File: src/rtl/dab_pkg.sv
package dab_pkg;
  localparam int DATA_W = 32;
  localparam int LANES  = DATA_W / 8;

  typedef enum logic [1:0] {
    ACC_BYTE = 2'd0,
    ACC_WORD = 2'd1,
    ACC_LONG = 2'd2
  } acc_size_e;

  typedef enum logic [1:0] {
    OPS_ANY  = 2'd0,
    OPS_BYTE = 2'd1,
    OPS_WORD = 2'd2,
    OPS_LONG = 2'd3
  } op_sel_e;

  // size restriction: any, or the selection must equal the bus size
  function automatic logic size_ok(input logic [1:0] sel, input logic [1:0] sz);
    case (sel)
      OPS_BYTE: size_ok = (sz == ACC_BYTE);
      OPS_WORD: size_ok = (sz == ACC_WORD);
      OPS_LONG: size_ok = (sz == ACC_LONG);
      default:  size_ok = 1'b1;
    endcase
  endfunction

  // read/write restriction: 1 reads, 2 writes, else both
  function automatic logic dir_ok(input logic [1:0] sel, input logic wr);
    case (sel)
      2'd1:    dir_ok = ~wr;
      2'd2:    dir_ok = wr;
      default: dir_ok = 1'b1;
    endcase
  endfunction
endpackage

File: src/rtl/dab_addr_match.sv
module dab_addr_match #(
  parameter int AW = 32
) (
  input  logic [AW-1:0] ref_addr,
  input  logic [AW-1:0] bus_addr,
  input  logic [1:0]    bus_size,
  output logic          hit
);
  import dab_pkg::*;

  logic [AW-1:0] care;

  // low bits dropped from the compare grow with the access width
  always_comb begin
    care = '1;
    case (bus_size)
      ACC_BYTE: care = '1;
      ACC_WORD: care[0] = 1'b0;
      default:  care[1:0] = 2'b00;
    endcase
  end

  assign hit = (((ref_addr ^ bus_addr) & care) == '0);
endmodule

File: src/rtl/dab_data_match.sv
module dab_data_match
  import dab_pkg::*;
(
  input  logic [DATA_W-1:0] ref_data,
  input  logic [DATA_W-1:0] ref_mask,
  input  logic [DATA_W-1:0] bus_data,
  input  logic [1:0]        addr_lo,
  input  logic [1:0]        opsz,
  output logic              hit
);
  logic [7:0]  lane [LANES];
  logic [7:0]  byte_v;
  logic [15:0] half_v;

  for (genvar g = 0; g < LANES; g++) begin : g_lane
    assign lane[g] = bus_data[8*g +: 8];
  end

  assign byte_v = lane[addr_lo];
  assign half_v = addr_lo[1] ? bus_data[31:16] : bus_data[15:0];

  always_comb begin
    case (opsz)
      OPS_BYTE: hit = (((byte_v ^ ref_data[7:0])  & ~ref_mask[7:0])  == '0);
      OPS_WORD: hit = (((half_v ^ ref_data[15:0]) & ~ref_mask[15:0]) == '0);
      OPS_LONG: hit = (((bus_data ^ ref_data)     & ~ref_mask)       == '0);
      default:  hit = 1'b0;
    endcase
  end
endmodule

File: src/rtl/dab_channel.sv
module dab_channel
  import dab_pkg::*;
#(
  parameter int AW = 32
) (
  input  logic              clk,
  input  logic              rst_n,
  input  logic              en,
  input  logic [AW-1:0]     c_addr,
  input  logic [DATA_W-1:0] c_data,
  input  logic [DATA_W-1:0] c_mask,
  input  logic [1:0]        c_opsz,
  input  logic [1:0]        c_rw,
  input  logic              c_den,
  input  logic              c_sys,
  input  logic              clr,
  input  logic              m_valid,
  input  logic              m_sys,
  input  logic [AW-1:0]     m_addr,
  input  logic [DATA_W-1:0] m_data,
  input  logic [1:0]        m_size,
  input  logic              m_wr,
  input  logic              idone,
  output logic              flag,
  output logic              req
);
  logic a_hit, d_hit, hit;
  logic [1:0] wait_cnt;

  dab_addr_match #(.AW(AW)) u_amatch (
    .ref_addr (c_addr),
    .bus_addr (m_addr),
    .bus_size (m_size),
    .hit      (a_hit)
  );

  dab_data_match u_dmatch (
    .ref_data (c_data),
    .ref_mask (c_mask),
    .bus_data (m_data),
    .addr_lo  (m_addr[1:0]),
    .opsz     (c_opsz),
    .hit      (d_hit)
  );

  assign hit = en & m_valid & (m_sys == c_sys) & dir_ok(c_rw, m_wr)
             & size_ok(c_opsz, m_size) & a_hit & (~c_den | d_hit);

  always_ff @(posedge clk or negedge rst_n) begin
    if (!rst_n) begin
      flag     <= 1'b0;
      req      <= 1'b0;
      wait_cnt <= 2'd0;
    end else begin
      flag <= hit | (flag & ~clr);
      if (!en) begin
        req      <= 1'b0;
        wait_cnt <= 2'd0;
      end else if (hit) begin
        req      <= c_sys;
        wait_cnt <= c_sys ? 2'd0 : (c_den ? 2'd2 : 2'd1);
      end else begin
        req <= 1'b0;
        if (idone && wait_cnt != 2'd0) begin
          wait_cnt <= wait_cnt - 2'd1;
          req      <= (wait_cnt == 2'd1);
        end
      end
    end
  end
endmodule

File: src/rtl/dab_comparator.sv
module dab_comparator
  import dab_pkg::*;
#(
  parameter int NCH = 2,
  parameter int AW  = 32
) (
  input  logic                          clk,
  input  logic                          rst_n,
  input  logic [NCH-1:0]                ch_en,
  input  logic [NCH-1:0][AW-1:0]        cfg_addr,
  input  logic [NCH-1:0][DATA_W-1:0]    cfg_data,
  input  logic [NCH-1:0][DATA_W-1:0]    cfg_mask,
  input  logic [NCH-1:0][1:0]           cfg_opsz,
  input  logic [NCH-1:0][1:0]           cfg_rw,
  input  logic [NCH-1:0]                cfg_den,
  input  logic [NCH-1:0]                cfg_sys,
  input  logic [NCH-1:0]                flag_clr,
  input  logic                          mon_valid,
  input  logic                          mon_sys,
  input  logic [AW-1:0]                 mon_addr,
  input  logic [DATA_W-1:0]             mon_data,
  input  logic [1:0]                    mon_size,
  input  logic                          mon_wr,
  input  logic                          instr_done,
  output logic [NCH-1:0]                match_flag,
  output logic [NCH-1:0]                brk_req
);
  for (genvar c = 0; c < NCH; c++) begin : g_ch
    dab_channel #(.AW(AW)) u_ch (
      .clk     (clk),
      .rst_n   (rst_n),
      .en      (ch_en[c]),
      .c_addr  (cfg_addr[c]),
      .c_data  (cfg_data[c]),
      .c_mask  (cfg_mask[c]),
      .c_opsz  (cfg_opsz[c]),
      .c_rw    (cfg_rw[c]),
      .c_den   (cfg_den[c]),
      .c_sys   (cfg_sys[c]),
      .clr     (flag_clr[c]),
      .m_valid (mon_valid),
      .m_sys   (mon_sys),
      .m_addr  (mon_addr),
      .m_data  (mon_data),
      .m_size  (mon_size),
      .m_wr    (mon_wr),
      .idone   (instr_done),
      .flag    (match_flag[c]),
      .req     (brk_req[c])
    );
  end
endmodule

File: config.mk
export PLATFORM = sky130hd
export DESIGN_NAME = dab_comparator
export DESIGN_NICKNAME = d
export VERILOG_FILES = /design/src/rtl/dab_pkg.sv /design/src/rtl/dab_addr_match.sv /design/src/rtl/dab_data_match.sv /design/src/rtl/dab_channel.sv /design/src/rtl/dab_comparator.sv
export SDC_FILE = /design/constraint.sdc
export NUM_CORES = 1
export LEC_CHECK = 0
export ABC_AREA = 1
export BUFFER_PORTS_ARGS = -buffer_cell sky130_fd_sc_hd__buf_2
export CAP_MARGIN = 40
export CORE_AREA = 3 3 108 110
export DETAILED_ROUTE_END_ITERATION = 8
export DIE_AREA = 0 0 111 113
export PLACE_DENSITY_LB_ADDON = 0.05
export SETUP_SLACK_MARGIN = 0.1
export SYNTH_ARGS = -nofsm -noshare
export SYNTH_HDL_FRONTEND = slang
export SYNTH_SLANG_ARGS = --single-unit
File: constraint.sdc
create_clock -name clk -period 3.5 [get_ports clk]
set_clock_uncertainty 0.05 [all_clocks]
set_input_delay 0.35 -clock clk [delete_from_list [all_inputs] [get_ports clk]]
set_output_delay 0.35 -clock clk [all_outputs]
set_load 0.1 [all_outputs]
; ---- Yosys cells after proc, flatten, opt, wreduce, memory -nomap -nowiden
; Cells that the tools add are included.
; Widths: inputs -> output; s select.
[classes]
add_sub_neg = 2
order_cmp = 1
eq_ne = 18
muxes = 28
bitwise = 46
reduce_logical = 14
[ops]
columns = cell, n
row1 = $and 32x32->32, 4
row2 = $logic_not 32->1, 4
row3 = $xor 32x32->32, 4
row4 = $not 32->32, 2
row5 = $and 16x16->16, 2
row6 = $logic_not 16->1, 2
row7 = $not 16->16, 2
row8 = $xor 16x16->16, 2
row9 = $mux 2, 10
row10 = $and 8x8->8, 2
row11 = $bmux 8 s2, 1
row12 = $logic_not 8->1, 2
row13 = $mux 16, 1
row14 = $mux 8, 2
row15 = $not 8->8, 2
row16 = $xor 8x8->8, 2
row17 = $and 1x1->1, 14
row18 = $eq 2x1->1 const B, 7
row19 = $eq 2x2->1 const B, 7
row20 = $pmux 1 s3, 4
row21 = $mux 1, 8
row22 = $ne 3x1->1 const B, 2
row23 = $not 1->1, 5
row24 = $or 1x1->1, 4
row25 = 9 further kinds, 14
[totals]
register_bits = 8
inputBits = 280
output_inout_bits = 4
word_cells = 115

; ---- Longest topological paths before layout
; Gate-level depths: netlist of the first run.
[logic_depth]
word_depth = 12
mapped_depth = 18
mapped_depth_nobuf = 16

; ---- By module
; From an unflattened synthesis of the first run, not the netlist that was laid out.
[hier_totals]
cells_unflattened = 1260
area_unflattened_um2 = 5407.7
[modules_own_cells]
columns = mod, n_inst, cells_per_inst, area_each_um2, seq_area_each_um2
row1 = dab_data_match, 2, 385, 1616.6, 0.0
row2 = dab_addr_match, 2, 180, 683.2, 0.0
row3 = dab_channel (g_ch[1].u_ch), 1, 65, 405.4, 100.1
row4 = dab_channel (g_ch[0].u_ch), 1, 65, 402.9, 100.1

; ---- Least setup slack after synthesis of the first run
; No wires, ideal clock.
[synth_timing]
path_kind = input -> register
start = input mon_addr[0]
end = register g_ch[1].u_ch.req
setup_time_ps = 121
arrival_time_ps = 1603
required_ps = 3329
slack_ps = 1726
cell_stages = 11
n_path_buf = 2
cell_sequence = buf_2 -> buf_4 -> nand2_1 -> nand2_1 -> o21ai_1 -> nor4_1 -> nand2_1 -> nor2_2 -> nand2_4 -> o21ai_0 -> nor2_1
[synth_via]
elab_chain_cells = 12
elab_cells_between_ends = 16
cone_classes = mux (6) / bitwise (8) / reduce/logical (2)
[synth_lines]
columns = element, line
row1 = from (decl), dab_comparator.sv:20  ; input logic [AW-1:0] mon_addr,
row2 = $not 2->3 (implied by the code), dab_data_match.sv:19  ; assign byte_v = lane[addr_lo];
row3 = $bmux 8 s2, dab_data_match.sv:19
row4 = $mux 8 (implied by the code) (2 in series), dab_data_match.sv:19
row5 = $xor 8x8->8, dab_data_match.sv:24  ; OPS_BYTE: hit = (((byte_v ^ ref_data[7:0]) & ~ref_mask[7:0]) == '0);
row6 = $and 8x8->8, dab_data_match.sv:24
row7 = $logic_not 8->1, dab_data_match.sv:24
row8 = $pmux 1 s3, dab_data_match.sv:23  ; case (opsz)
row9 = $or 1x1->1, dab_channel.sv:47  ; & size_ok(c_opsz, m_size) & a_hit & (~c_den | d_hit);
row10 = $and 1x1->1 (*), dab_channel.sv:47
row11 = $mux 1 (*), dab_channel.sv:59  ; end else if (hit) begin
row12 = $mux 1 (*), dab_channel.sv:56  ; if (!en) begin
row13 = to (signal assigned), dab_channel.sv:60  ; req <= c_sys;
row14 = to (signal assigned), dab_channel.sv:66  ; req <= (wait_cnt == 2'd1);
row15 = to (decl), dab_channel.sv:25  ; output logic req
; Mark *: on every way between the ends. The rest lies on a longest branch, timed or not. The select of a mux whose other input is x is not followed.
; A chain may end at the register's enable or synchronous reset.

; ---- Worst setup path in the final report of the first run
[layout_timing]
start = input mon_addr[1]
end = register g_ch[1].u_ch.wait_cnt[0]
[layout_via]
elab_chain_cells = 12
elab_cells_between_ends = 21
cone_classes = eq/ne (1) / mux (7) / bitwise (10) / reduce/logical (3)
[layout_lines]
columns = element, line
row1 = $not 2->3 (implied by the code), dab_data_match.sv:19
row2 = $bmux 8 s2, dab_data_match.sv:19
row3 = $mux 8 (implied by the code) (2 in series), dab_data_match.sv:19
row4 = $xor 8x8->8, dab_data_match.sv:24
row5 = $and 8x8->8, dab_data_match.sv:24
row6 = $logic_not 8->1, dab_data_match.sv:24
row7 = $pmux 1 s3, dab_data_match.sv:23
row8 = $or 1x1->1, dab_channel.sv:47
row9 = $and 1x1->1 (*), dab_channel.sv:47
row10 = $mux 2, dab_channel.sv:59
row11 = $mux 2, dab_channel.sv:56
row12 = to (signal assigned), dab_channel.sv:61  ; wait_cnt <= c_sys ? 2'd0 : (c_den ? 2'd2 : 2'd1);
row13 = to (signal assigned), dab_channel.sv:65  ; wait_cnt <= wait_cnt - 2'd1;
row14 = to (decl), dab_channel.sv:28  ; logic [1:0] wait_cnt;
; Marked as above.

==> impl_metrics.py, run 1 <==
metrics = {
    "detailed_routing": {
        "viasPerCell": 4.87,
        "drtAntennaViolNets": 0,
        "drt_iter0_drc": 479,
        "post_drt_wl_per_cell_um": 13.6,
        "totalWireLength_um": 18400,
        "dr_total_vias": 6598,
        "dr.pass1.iters": 5,
        "drc": 0,
    },
    "run": {
        "maxCapViolCount": 0,
    },
    "sta": {
        "slew_violations": 0,
        "finalSetupTns_ns": 0,
        "hold_viol": 0,
        "fmax_ghz": 0.401,
        "finalCritPeriodShare_pct": 71.3,
        "finalSetupViolations": 0,
        "slew_headroom_pct": 49.9,
        "grt_setup_unrepaired": "false",
        "tightestPinTransition_ns": 0.751,
        "fin_crit_ns": 2.49,
    },
    "synth": {
        "synth_compound_area_share_pct": 11.0,
        "synth_warnings": 0,
        "synth_top_family_by_area": "simple AND/OR/NAND/NOR gates",
        "synthCells": 940,
        "avgSynthCellArea_um2": 4.81,
        "synth-simple-area-share_pct": 59.8,
        "synth.area.top_cells": "nand2_1, nand3_1, inv_1, nor2_1, dfrtp_1",
        "synth_area_leader_cell": "nand2_1",
        "syn_nets": 1228,
        "muxShareOfSynthArea_pct": 0,
        "synthFlopType": "dfrtp_1",
        "async_reset_ff_share_pct": 100,
        "synth-xor-area-share_pct": 5.03,
        "synth_area_um2": 4520,
        "ys_types": 35,
        "synth_top_area_share_pct": 26.0,
        "yosys_register_bits": 8,
        "synth_edf_count": 0,
        "synth-seq-area-share_pct": 4.42,
        "synth_fa_ha_area_share_pct": 2.21,
    },
    "place": {
        "place_area_um2": 6010,
        "place_hpwl_um": 16600,
        "io_buffers": 283,
        "place_congestion": 0.996,
    },
    "finish": {
        "fillCellCount": 1246,
        "register_area_um2": 200,
        "area_growth_pct": 34.0,
        "nNetsFinal": 1505,
        "postLayoutCellArea_um2": 6060,
        "drive_gt1_share_pct": 26.8,
        "multiInputGateArea_um2": 3530,
    },
    "critical_path": {
        "required_ns": 3.61,
        "r2r-start": "g_ch[1].u_ch.wait_cnt[0]",
        "cp.arrival_ns": 2.60,
        "cp.depth": 17,
        "timing_worst_setup_path_type": "input pin to flop",
        "crit_buf_inv": 3,
        "cpMostUsedCell": "nand2_1",
        "path_delay_family": "simple AND/OR/NAND/NOR gates",
        "crit_path_end_kind": "flop",
        "crit_fanout": 37,
        "reg2reg_depth": 8,
        "startpoint": "mon_addr[1]",
        "startpoint_type": "input pin",
        "slowest_stage": "buf_2",
        "crit_chain": "buf_2 > inv_4 > nand2_1 > nand2_2 > nand2_1 > nand2_1 > o21ai_1 > nor2_1 > nand2_1 > nor2_1 > nor2_1 > nand3_2 > nand2_4 > inv_2 > nor2_1 > nand2_1 > nand2_1",
        "crit_path_end": "g_ch[1].u_ch.wait_cnt[0]",
        "r2r_end": "g_ch[1].u_ch.wait_cnt[0]",
        "rrSetupSlack_ns": 2.23,
        "cpPeakStageDelay_ns": 0.58,
    },
    "grt": {
        "grt_overflow": 0,
        "grt_usage_pct": 27.5,
        "grt_pass1_wl_um": 28500,
        "grt_max_degree": 38,
        "first_global_vias": 5843,
        "antenna_found_initial": 1,
    },
    "worst_hold_path": {
        "min_path_type": "input pin to flop",
    },
    "clock_network": {
        "cts-root-buf": "clkbuf_8",
        "cts.repair.resized": 0,
        "post_cts_buffers": 0,
        "numCtsBuffers": 3,
        "clock-sinks": 8,
        "cts_buffer_depth": 2,
        "cts_tree": "built",
        "cts.clk_slew.worst_paths_ns": 0.04,
        "cts_max_level": 1,
        "clkLatencyLatePin_ns": 0.22,
        "ctsHoldBuffers": 1,
    },
    "power_and_ir_drop": {
        "leakagePower_nw": 3.87,
        "netSwitchingPower_w": 0.000476,
        "seqPwrFrac_pct": 12.5,
        "clock_power_share_pct": 10.7,
        "switching_share_pct": 49.3,
        "worst_ir_drop_vdd_uv": 211,
        "power_frac_comb_pct": 76.8,
        "power_density_nw_per_um2": 159,
        "internal-power_w": 0.000490,
    },
    "floorplanning": {
        "die_area_um2": 12500,
        "initial_core_util_pct": 41.9,
        "core-area_um2": 10800,
        "die_h_um": 113,
        "die_w_um": 111,
        "rows": 38,
        "io_pins": 284,
    },
    "status": {
        "status": "finished, final reports clean",
    },
}
[power by group through the flow]
stage	clock network (W)	registers [W]	logic (W)
after floorplan	0	0.000118	0.000431
after global placement	0	0.000122	0.000735
after detailed placement	0	0.000122	0.000736
after CTS	0.000106	0.000120	0.000740
after global routing	0.000112	0.000122	0.000850
final	0.000103	0.000121	0.000742
[Yosys cell counts (2+ instances only)]
cell         n
ha_1         8
o21ai_0     36
xor2_1      12
nand2_4      4
nor2_1      94
o21ai_1      9
a21oi_2      2
nand3_1    144
xnor2_1     14
or2_2        5
nand3b_1    11
nand4_1      7
inv_2        3
nor4_1       5
buf_6        3
a211oi_1     4
dfrtp_1      8
nand2_1    313
nor3_1       7
buf_4        7
o22ai_1      8
nand2_2     15
inv_1      179
nand3_2      7
o2111ai_1    4
o211ai_1     3
a21oi_1     20
[metrics by stage]
| stage | setup WS, ns | hold slack [ns] | instances | power (W) | util [%] |
|---|---|---|---|---|---|
| 2_1_floorplan | 1.73 | 0.00441 | 940 | 0.000548 | - |
| 3_3_place_gp | 0.804 | 0.143 | 1351 | 0.000857 | 55.7 |
| 3_5_place_dp | 0.765 | 0.143 | 1351 | 0.000858 | 55.7 |
| 4_1_cts | 0.999 | 0.257 | 1355 | 0.000966 | 56.2 |
| 5_1_grt | 0.719 | 0.254 | 1355 | 0.00108 | 56.2 |
| 6_report | 1.01 | 0.257 | 1356 | 0.000966 | 56.2 |
[sequential cells by signal, indices dropped and copies added, names as in the netlist]
name,flops
g_ch.u_ch.wait_cnt,4
g_ch.u_ch.req,2
g_ch.u_ch.flag,2
[placed cells by master, fill, tap and decap left out, types with 4 or more instances in the layout]
cell type / n
ha_1: 8
nand3b_1: 11
nand2_2: 15
or2_2: 5
xnor2_1: 14
o21ai_0: 36
nor3_1: 7
a211oi_1: 4
nand3_1: 144
o22ai_1: 8
nand3_2: 7
xor2_1: 12
buf_2: 283
dfrtp_1: 8
nand2_1: 313
a21oi_1: 20
nor4_1: 5
o2111ai_1: 4
o21ai_1: 9
nand2_4: 4
nor2_1: 94
nand4_1: 7
inv_1: 179
[layer usage]
| layer | track usage (%) | vias up | share of wire [%] |
|---|---|---|---|
| met1 | 38.5 | 2802 | 46 |
| li1 | - | 3506 | - |
| met4 | 3.12 | 2 | 1.0 |
| met3 | 3.90 | 18 | 7.8 |
| met2 | 46.2 | 270 | 45 |
| met5 | 0 | - | 0.038 |
[cell type report]
cell class	count	area share [%]
diodes	1	0.0413
repair buffers	284	23.5
multi-input cells	737	58.2
flip-flops and latches	8	3.30
well taps	140	2.89
inverters	183	11.4
clock buffers	3	0.681
[worst min-delay path by stage]
stage	end	from	cells after the start
after global routing	g_ch[0].u_ch.flag	flag_clr[0]	2
final	g_ch[0].u_ch.flag	flag_clr[0]	2
after CTS	g_ch[0].u_ch.flag	flag_clr[0]	2
after detailed placement	g_ch[0].u_ch.flag	rst_n	1
after floorplan	g_ch[0].u_ch.flag	rst_n	0
after global placement	g_ch[0].u_ch.req	rst_n	1
[logic make-up after synthesis]
logic type / count (synthesis)
DFF: 8
adders and majority gates: 8
buffers and inverters: 195
AOI/OAI and AO/OA: 88
xor gates and xnor gates: 26
and+or+nand+nor: 615
No activity file was read; power rests on OpenSTA's default activity.
==> inputs of run 2 (changes only) <==
clock period = 2.3 ns   (was 3.5 ns; I/O delays follow)
==> impl_metrics.py, run 2 (same netlist as run 1, synthesis figures left out) <==
metrics = {
    "status": {
        "status": "finished, final reports clean",
    },
    "floorplanning": {
        "rows": 38,
        "die_w_um": 111,
        "die_area_um2": 12500,
        "io_pins": 284,
        "die_h_um": 113,
        "initial_core_util_pct": 41.9,
        "core-area_um2": 10800,
    },
    "sta": {
        "fmax_ghz": 0.509,
        "slew_violations": 0,
        "hold_viol": 0,
        "fin_crit_ns": 1.96,
        "finalCritPeriodShare_pct": 85.4,
        "slew_headroom_pct": 68.1,
        "tightestPinTransition_ns": 0.473,
        "finalSetupViolations": 0,
        "finalSetupTns_ns": 0,
        "grt_setup_unrepaired": "false",
    },
    "worst_hold_path": {
        "min_path_type": "input pin to flop",
        "whs_path_depth": 2,
    },
    "critical_path": {
        "crit_fanout": 15,
        "r2r-start": "g_ch[1].u_ch.wait_cnt[0]",
        "reg2reg_depth": 8,
        "cp.arrival_ns": 2.01,
        "timing_worst_setup_path_type": "input pin to flop",
        "rrSetupSlack_ns": 1.04,
        "startpoint_type": "input pin",
        "crit_path_end": "g_ch[1].u_ch.req",
        "crit_path_end_kind": "flop",
        "required_ns": 2.35,
        "r2r_end": "g_ch[1].u_ch.wait_cnt[0]",
        "startpoint": "mon_addr[1]",
    },
    "finish": {
        "final_cell_mix": "nand2_1, buf_2, inv_1, nand3_1, nor2_1",
        "reg_top3": "g_ch.u_ch.wait_cnt: 4 flops, g_ch.u_ch.flag: 2 flops, g_ch.u_ch.req: 2 flops",
        "fillCellCount": 1257,
        "largest_reg_flops": 4,
        "area_growth_pct": 34.6,
        "layout_commonest_cell": "nand2_1",
        "postLayoutCellArea_um2": 6090,
        "drive_gt1_share_pct": 27.0,
        "nNetsFinal": 1508,
        "largest-register": "g_ch.u_ch.wait_cnt",
    },
    "power_and_ir_drop": {
        "clock_power_share_pct": 10.6,
        "switching_share_pct": 49.4,
        "internal-power_w": 0.000749,
        "power_frac_comb_pct": 76.9,
        "worst_ir_drop_vdd_uv": 261,
        "leakagePower_nw": 3.89,
        "seqPwrFrac_pct": 12.5,
        "netSwitchingPower_w": 0.000731,
        "power_density_nw_per_um2": 243,
    },
    "grt": {
        "first_global_vias": 5927,
        "antenna_found_initial": 4,
        "grt_busiest_layer": "met2",
        "grt_overflow": 0,
        "use_met3_pct": 4.01,
        "grt_use_met1_pct": 38.7,
        "grt_usage_pct": 27.5,
        "grt_use_met2_pct": 45.4,
        "grt_max_degree": 23,
        "grt_pass1_wl_um": 28600,
    },
    "detailed_routing": {
        "drc": 0,
        "drtAntennaViolNets": 0,
        "dr.pass1.iters": 5,
        "totalWireLength_um": 18300,
        "post_drt_wl_per_cell_um": 13.5,
        "dr_total_vias": 6661,
        "drt_iter0_drc": 455,
        "viasPerCell": 4.90,
    },
    "clock_network": {
        "post_cts_buffers": 0,
        "cts_buffer_depth": 2,
        "ctsHoldBuffers": 1,
        "cts_max_level": 1,
        "cts-root-buf": "clkbuf_8",
        "clock-sinks": 8,
        "numCtsBuffers": 3,
        "cts.clk_slew.worst_paths_ns": 0.04,
        "cts_tree": "built",
        "clkLatencyLatePin_ns": 0.22,
        "cts.repair.resized": 0,
    },
    "run": {
        "maxCapViolCount": 0,
    },
    "place": {
        "place_area_um2": 6030,
        "place_congestion": 0.970,
        "place_hpwl_um": 16700,
        "io_buffers": 283,
    },
}
run 2: critical path: stages:
cell	delay (ns)
buf_2	0.15
buf_4	0.24
nand2_1	0.17
nand2_2	0.14
nand2_2	0.07
nand2_1	0.09
nand2_1	0.06
nand3_1	0.08
nand2_1	0.07
nor2_1	0.11
nand3_1	0.10
nand3_2	0.13
nand2_4	0.09
o21ai_0	0.20
nor2_1	0.07
run 2: worst min path at each step:
stage,from,to,slack [ns]
5_1_grt,flag_clr[0],g_ch[0].u_ch.flag,0.14
2_1_floorplan,rst_n,g_ch[0].u_ch.flag,-0.12
4_1_cts,flag_clr[0],g_ch[0].u_ch.flag,0.13
6_report,flag_clr[0],g_ch[0].u_ch.flag,0.13
3_5_place_dp,rst_n,g_ch[0].u_ch.flag,0.02
3_3_place_gp,rst_n,g_ch[0].u_ch.flag,0.02
run 2: power groups by stage:
stage | clock (W) | sequential, W | combinational [W]
3_3_place_gp | 0 | 0.000186 | 0.00112
6_report | 0.000157 | 0.000185 | 0.00114
3_5_place_dp | 0 | 0.000186 | 0.00112
4_1_cts | 0.000160 | 0.000185 | 0.00113
5_1_grt | 0.000167 | 0.000188 | 0.00130
2_1_floorplan | 0 | 0.000179 | 0.000655
run 2: layer usage:
layer	wire, um	up-vias
met4	310	4
li1	-	3503
met2	8110	335
met1	8160	2791
met3	1730	28
met5	21	-
run 2: layout make-up:
cell class	instances	area, um^2	share of cell area (%)
inverter	183	689	11.3
antenna	2	5.00	0.0822
sequential	8	200	3.29
clock buffer	3	41.3	0.678
multi-input combinational	737	3530	58.0
timing repair buffer	287	1450	23.8
tap	140	175	2.88
run 2: metrics by stage:
| stage | total power [W] | instances | hold WS (ns) | setup slack [ns] | util [%] |
|---|---|---|---|---|---|
| floorplan | 0.000834 | 940 | -0.116 | 0.646 | - |
| global placement | 0.00131 | 1354 | 0.0223 | 0.229 | 55.9 |
| detailed placement | 0.00131 | 1354 | 0.0202 | 0.176 | 55.9 |
| CTS | 0.00147 | 1358 | 0.133 | 0.388 | 56.4 |
| global route | 0.00165 | 1360 | 0.136 | 0.161 | 56.4 |
| finish | 0.00148 | 1360 | 0.135 | 0.337 | 56.4 |
==> inputs of run 3 (changes only) <==
BUFFER_PORTS_ARGS = not set   (was -buffer_cell sky130_fd_sc_hd__buf_2)
CORE_AREA = not set   (was 3 3 108 110)
CORE_ASPECT_RATIO = 0.6   (was not set)
CORE_MARGIN = 3   (was not set)
CORE_UTILIZATION = 45   (was not set)
DIE_AREA = not set   (was 0 0 111 113)
DONT_BUFFER_PORTS = 1   (was not set)
==> impl_metrics.py, run 3 (same netlist as run 1, synthesis figures left out) <==
metrics = {
    "critical_path": {
        "crit_path_end": "g_ch[1].u_ch.req",
        "cp.arrival_ns": 1.86,
        "path_delay_family": "simple AND/OR/NAND/NOR gates",
        "slowest_stage": "inv_4",
        "cpMostUsedCell": "nand2_1",
        "crit_fanout": 37,
        "cpPeakStageDelay_ns": 0.24,
        "r2r_end": "g_ch[1].u_ch.wait_cnt[1]",
        "r2r-start": "g_ch[1].u_ch.wait_cnt[0]",
        "crit_chain": "inv_4 > nand2_1 > nand2_2 > nand2_2 > nand2_1 > nand2_1 > nand3_1 > nand2_1 > nor2_1 > nand3_1 > nand3_2 > nand2_4 > o21ai_0 > nor2_1",
        "startpoint_type": "input pin",
        "cp.depth": 14,
        "startpoint": "mon_addr[1]",
        "crit_path_end_kind": "flop",
        "reg2reg_depth": 8,
        "rrSetupSlack_ns": 1.01,
        "crit_buf_inv": 1,
        "timing_worst_setup_path_type": "input pin to flop",
        "required_ns": 2.36,
    },
    "sta": {
        "grt_setup_unrepaired": "false",
        "finalSetupTns_ns": 0,
        "finalCritPeriodShare_pct": 78.3,
        "slew_violations": 0,
        "setup_slack_ns": 0.500,
        "whs_ns": 0.0465,
        "tightestPinTransition_ns": 0.557,
        "hold_viol": 0,
        "fmax_ghz": 0.556,
        "slew_headroom_pct": 62.5,
        "fin_crit_ns": 1.80,
        "finalSetupViolations": 0,
    },
    "grt": {
        "grt_usage_pct": 30.8,
        "first_global_vias": 5425,
        "antenna_found_initial": 1,
        "grt_max_degree": 38,
        "grt_overflow": 0,
        "grt_pass1_wl_um": 27900,
    },
    "detailed_routing": {
        "drtAntennaViolNets": 0,
        "dr.pass1.iters": 6,
        "post_drt_wl_per_cell_um": 17.7,
        "viasPerCell": 5.56,
        "totalWireLength_um": 18900,
        "dr_total_vias": 5930,
        "drt_iter0_drc": 509,
        "drc": 0,
    },
    "finish": {
        "reg_top3": "g_ch.u_ch.wait_cnt: 4 flops, g_ch.u_ch.flag: 2 flops, g_ch.u_ch.req: 2 flops",
        "largest_reg_flops": 4,
        "postLayoutCellArea_um2": 4700,
        "nNetsFinal": 1226,
        "fillCellCount": 1063,
        "area_growth_pct": 3.79,
        "layout_commonest_cell": "nand2_1",
        "diodes": 0,
        "post-route-util_pct": 49.6,
        "final_cell_mix": "nand2_1, inv_1, nand3_1, nor2_1, o21ai_0",
        "largest-register": "g_ch.u_ch.wait_cnt",
        "drive_gt1_share_pct": 5.02,
    },
    "clock_network": {
        "cts-root-buf": "clkbuf_16",
        "cts_buffer_depth": 2,
        "cts.clk_slew.worst_paths_ns": 0.03,
        "numCtsBuffers": 3,
        "clock-sinks": 8,
        "cts_max_level": 1,
        "cts_tree": "built",
        "clkLatencyLatePin_ns": 0.23,
    },
    "power_and_ir_drop": {
        "power_density_nw_per_um2": 276,
        "power_frac_comb_pct": 63.8,
        "seqPwrFrac_pct": 14.2,
        "switching_share_pct": 46.0,
        "netSwitchingPower_w": 0.000596,
        "leakagePower_nw": 2.79,
        "worst_ir_drop_vdd_uv": 390,
        "internal-power_w": 0.000701,
        "clock_power_share_pct": 22.0,
    },
    "floorplanning": {
        "initial_core_util_pct": 47.8,
        "die_area_um2": 11300,
        "core-area_um2": 9460,
        "io_pins": 284,
        "die_h_um": 83.7,
        "die_w_um": 135,
        "rows": 27,
    },
    "run": {
        "maxCapViolCount": 0,
    },
    "place": {
        "dp_slack_ns": 0.296,
        "place_area_um2": 4610,
        "place_hpwl_um": 16800,
        "io_buffers": 0,
        "place_congestion": 0.950,
    },
    "status": {
        "status": "finished, final reports clean",
    },
    "worst_hold_path": {
        "min_path_type": "input pin to flop",
    },
}
-- run 3: worst min path at each step --
stage | depth (start not counted) | slack, ns | to | start
after detailed placement | 0 | -0.12 | g_ch[1].u_ch.req | rst_n
after CTS | 1 | 0.05 | g_ch[1].u_ch.flag | flag_clr[1]
after global routing | 1 | 0.06 | g_ch[1].u_ch.flag | flag_clr[1]
after floorplan | 0 | -0.12 | g_ch[0].u_ch.flag | rst_n
final | 1 | 0.05 | g_ch[1].u_ch.flag | flag_clr[1]
after global placement | 0 | -0.12 | g_ch[1].u_ch.flag | rst_n
-- run 3: power by group through the flow --
stage / clock, W / combinational [W] / sequential [W]
floorplan: 0 / 0.000655 / 0.000179
global placement: 0 / 0.000787 / 0.000184
detailed placement: 0 / 0.000805 / 0.000186
CTS: 0.000290 / 0.000813 / 0.000184
global route: 0.000297 / 0.000938 / 0.000188
finish: 0.000286 / 0.000827 / 0.000184
-- run 3: cell type report --
type | instances | area (um^2) | area share (%)
Multi-Input combinational cell | 737 | 3530 | 75.1
Inverter | 183 | 689 | 14.7
Sequential cell | 8 | 200 | 4.26
Tap cell | 130 | 163 | 3.46
Clock buffer | 3 | 75.1 | 1.60
Timing Repair Buffer | 5 | 40.0 | 0.853
-- run 3: timing repair --
item,4_1_cts,5_1_grt
resized for setup,0,0
hold buffers,1,0
setup buffers,0,0
hold endpoints to repair,8,0
-- run 3: layer usage --
metal	share of wire (%)	vias up	global-route usage (%)
met5	0.037	-	0
met4	0.88	2	3.20
met3	13	19	8.86
met2	42	362	47.0
met1	44	2613	44.2
li1	-	2934	-
-- run 3: metrics by stage --
stage               total power (W)  cells
global placement           0.000971   1062
detailed placement         0.000991   1062
global route                0.00142   1066
CTS                         0.00129   1066
finish                      0.00130   1066
floorplan                  0.000834    940
